## src/rtl/cond_field_file.sv

```systemverilog
module cond_field_file #(
  parameter int NF = 8,
  parameter int FW = 4
) (
  input  logic                          clk,
  input  logic                          rst,
  input  logic [NF-1:0][$clog2(NF)-1:0] rd_idx,
  output logic [NF-1:0][FW-1:0]         rd_data,
  input  logic [NF-1:0]                 wr_en,
  input  logic [NF-1:0][$clog2(NF)-1:0] wr_idx,
  input  logic [NF-1:0][FW-1:0]         wr_data,
  input  logic                          word_we,
  input  logic [NF*FW-1:0]              word_wdata,
  output logic [NF*FW-1:0]              word_rdata
);
  localparam int IW = $clog2(NF);
  localparam int WW = NF * FW;

  logic [NF-1:0][FW-1:0] fld_q, fld_d;

  always_comb begin
    fld_d = fld_q;
    for (int f = 0; f < NF; f++) begin
      if (word_we) fld_d[f] = word_wdata[WW-1-f*FW -: FW];
      for (int p = 0; p < NF; p++)
        if (wr_en[p] && wr_idx[p] == IW'(f)) fld_d[f] = wr_data[p];
    end
  end

  always_ff @(posedge clk) begin
    if (rst) fld_q <= '0;
    else     fld_q <= fld_d;
  end

  for (genvar p = 0; p < NF; p++) begin : g_rd
    assign rd_data[p] = fld_q[rd_idx[p]];
  end

  for (genvar f = 0; f < NF; f++) begin : g_word
    assign word_rdata[WW-1-f*FW -: FW] = fld_q[f];
  end
endmodule

```

## config.mk

```make
export PLATFORM = sky130hd
export DESIGN_NAME = cond_field_file
export DESIGN_NICKNAME = d
export VERILOG_FILES = /design/src/rtl/cond_field_file.sv
export SDC_FILE = /design/constraint.sdc
export NUM_CORES = 1
export LEC_CHECK = 0
export ABC_CLOCK_PERIOD_IN_PS = 5300
export BUFFER_PORTS_ARGS = -buffer_cell sky130_fd_sc_hd__buf_2
export CORE_MARGIN = 4
export CORE_UTILIZATION = 35
export CTS_CLUSTER_SIZE = 40
export DETAILED_ROUTE_END_ITERATION = 12
export SLEW_MARGIN = 20
export SYNTH_ARGS = -nofsm -noshare
export SYNTH_HDL_FRONTEND = slang
export SYNTH_SLANG_ARGS = --single-unit
export TNS_END_PERCENT = 100
```

## constraint.sdc

```tcl
create_clock -name clk -period 5.3 [get_ports clk]
set_input_delay 0.53 -clock clk [delete_from_list [all_inputs] [get_ports clk]]
set_output_delay 0.53 -clock clk [all_outputs]
set_load 0.1 [all_outputs]
```

==> flow_summary.ini <==
[run_status]
run_status = finished, final reports clean

[timing]
period_share = 0.475
timing.setup.tns_ns = 0
slew_headroom = 0.261
final_period_minus_worst_setup_slack_ns = 2.52
max_freq_mhz = 397
final-max-slew-violation-count = 0
worst_clock_skew_ns = 0
setup_failing_eps_final = 0
hold_slack_ns = 0.652
worst_pin_slew_ns = 1.09
rsz_0062_raised_after_global_routing = false
finalHoldViolCount = 0

[synthesis]
syn_area_per_cell_um2 = 8.13
syn_nets = 940
postSynth.topFlopCell = sky130_fd_sc_hd__dfxtp_1
synth_edf_count = 0
synth.ff_latch_count = 32
synthesis.instances = 817
warnings_from_yosys = 0
synth_cell_type_count = 66
synth.cell_area_um2 = 6640
synth-seq-area-share = 0.0964
synth-async-reset-ratio = 0

[setup_path]
crit_chain = buf_2 -> nor4bb_1 -> mux2_1 -> mux2i_1 -> a211o_1 -> o2111ai_1 -> a32o_1
critical_path.n_buffers_inverters = 1
arrival_ns = 2.69
worst-endpoint-required_ns = 5.47
cp-end-kind = flop
timing.critical_path.from_type = input pin
criticalPathCategory = in -> reg
logic_depth_of_the_worst_path_buffers_included = 7
critical_path.slowest_cell = sky130_fd_sc_hd__nor4bb_1
worstPathMaxFanout = 8
reg2reg_depth = 2
slowest_delay_ns = 0.94
cpLargestDelayFamily = simple AND/OR/NAND/NOR gates

[power_and_ir_drop]
power_per_cell_area_nw_per_um2 = 243
power_leakage_nw = 3.11
worst_ir_drop_on_vdd_v = 0.000110

[cells_and_area]
multi_input_comb_area_um2 = 5570
largest_register_ffs = 32
area.sequential_um2 = 641
post_route_cells_drive_above_1_share = 0.343
mostFrequentLayoutCell = sky130_fd_sc_hd__buf_2
areaGrowthSynthToFinish_pct = 15.7
most-common-layout-cells = 186 x sky130_fd_sc_hd__buf_2, 87 x sky130_fd_sc_hd__nor2_1, 64 x sky130_fd_sc_hd__mux4_2
fillerInstances = 1919
diodes = 0
nNetsFinal = 1047

[floorplanning]
coreArea_um2 = 18700
design.die.area_um2 = 21200
floorplan.rows = 50
start_util = 0.355
pin_count = 187
die-height_um = 146
die_width_um = 146

[routing]
ant_nets = 0
first_pass_iters = 6
vias = 7907
post_drt_via_cell_ratio = 6.82
post-route-drc-count = 0
drt_iter0_drc = 1027
totalWireLength_mm = 30.4
wl_per_cell_um = 26.2

[global_routing]
grtUsageTotal = 0.271
pin_count_of_the_biggest_net_entering_global_routing = 30
grt_pass1_vias = 7320
grt_pass1_wl_mm = 45.2
grt_antenna_before_repair = 0
globalRouteOverflowTotal = 0

[worst_hold_path]
worst_hold_path.num_cells = 2
hp-class = reg -> reg

[placed_design]
buffer_ports.inserted = 186
gp_congestion = 0.986
dpl.hpwl_mm = 23.4

[clocking]
postCtsSetupBuffers = 0
cts_tree = yes
numClockSinks = 32
clock-root-buffer = sky130_fd_sc_hd__clkbuf_16
cts_inserted_buffers = 5
post_cts_hold_buffer_count = 0
clockBufferDepth = 2
count_of_instances_resized_after_the_clock_tree_is_built = 0
worst_setup_hold_path_clk_slew_ns = 0.06
htreeDepth = 2
insertion_delay_of_the_later_clocked_pin_in_the_worst_skew_pair_ns = 0.28

[run]
max_cap_viol_count = 0
power breakdown:
| group | switching (mW) | internal (mW) |
|---|---|---|
| sequential | 0.108 | 0.271 |
| clock | 0.111 | 0.187 |
| combinational | 0.856 | 0.334 |
synth_stat cells (all sizes together), types with 7 or more instances:
| cell type | number | area (um2) |
|---|---|---|
| a211oi | 15 | 113 |
| a21oi | 42 | 210 |
| and3 | 10 | 67.6 |
| and4b | 7 | 70.1 |
| buf | 20 | 110 |
| clkbuf | 74 | 282 |
| dfxtp | 32 | 641 |
| inv | 11 | 41.3 |
| mux2 | 38 | 428 |
| mux2i | 32 | 320 |
| mux4 | 64 | 1440 |
| nand2 | 56 | 210 |
| nand2b | 7 | 43.8 |
| nand3 | 25 | 125 |
| nand4 | 15 | 93.8 |
| nand4b | 21 | 184 |
| nand4bb | 9 | 101 |
| nor2 | 87 | 327 |
| nor3 | 51 | 260 |
| nor4 | 8 | 62.6 |
| nor4bb | 10 | 100 |
| o21ai | 43 | 226 |
| o221ai | 10 | 87.6 |
| o22ai | 15 | 93.8 |
| o41ai | 13 | 114 |
stage by stage:
step | power (mW) | utilization | std cells | area (um2) | setup WS [ns]
after floorplan | 1.27 | - | 817 | 6640 | 2.84
after global placement | 1.55 | 0.403 | 1151 | 7530 | 2.64
after detailed placement | 1.55 | 0.403 | 1151 | 7530 | 2.57
after CTS | 1.85 | 0.411 | 1159 | 7690 | 2.84
after global routing | 1.93 | 0.411 | 1159 | 7690 | 2.64
final | 1.87 | 0.411 | 1159 | 7690 | 2.78
cell families after synthesis:
group,share of synthesized area
and+or+nand+nor,0.301
AOI/OAI and AO/OA,0.208
muxes,0.330
buffers and inverters,0.0652
DFF,0.0964
worst register-to-register path: stages, from the launching register on:
cell and delay, ns:
sky130_fd_sc_hd__dfxtp_1 0.59, sky130_fd_sc_hd__nor2b_1 0.09, sky130_fd_sc_hd__a311oi_1 0.25
worst paths after layout:
| check | start | to | slack [ns] |
|---|---|---|---|
| max reg2reg | word_rdata[25]$_SDFFE_PP0P_ | word_rdata[25]$_SDFFE_PP0P_ | 4.27 |
| max | wr_en[0] | word_rdata[24]$_SDFFE_PP0P_ | 2.78 |
| min reg2reg | word_rdata[5]$_SDFFE_PP0P_ | word_rdata[5]$_SDFFE_PP0P_ | 0.65 |
| min | word_rdata[5]$_SDFFE_PP0P_ | word_rdata[5]$_SDFFE_PP0P_ | 0.65 |
metal layers:
| metal | vias up | share of wire | track usage |
|---|---|---|---|
| li1 | 3491 | - | - |
| met1 | 3753 | 0.40 | 0.381 |
| met2 | 599 | 0.44 | 0.419 |
| met3 | 64 | 0.12 | 0.0508 |
| met4 | 0 | 0.032 | 0.0907 |
| met5 | - | 0 | 0 |
cell type report:
type	count	area share
clock inverters	2	0.00195
well taps	234	0.0381
multi-input cells	680	0.724
clock buffers	6	0.0181
repair buffers	194	0.129
flip-flops and latches	32	0.0833
inverters	11	0.00537
(Power assumes the default switching activity.)
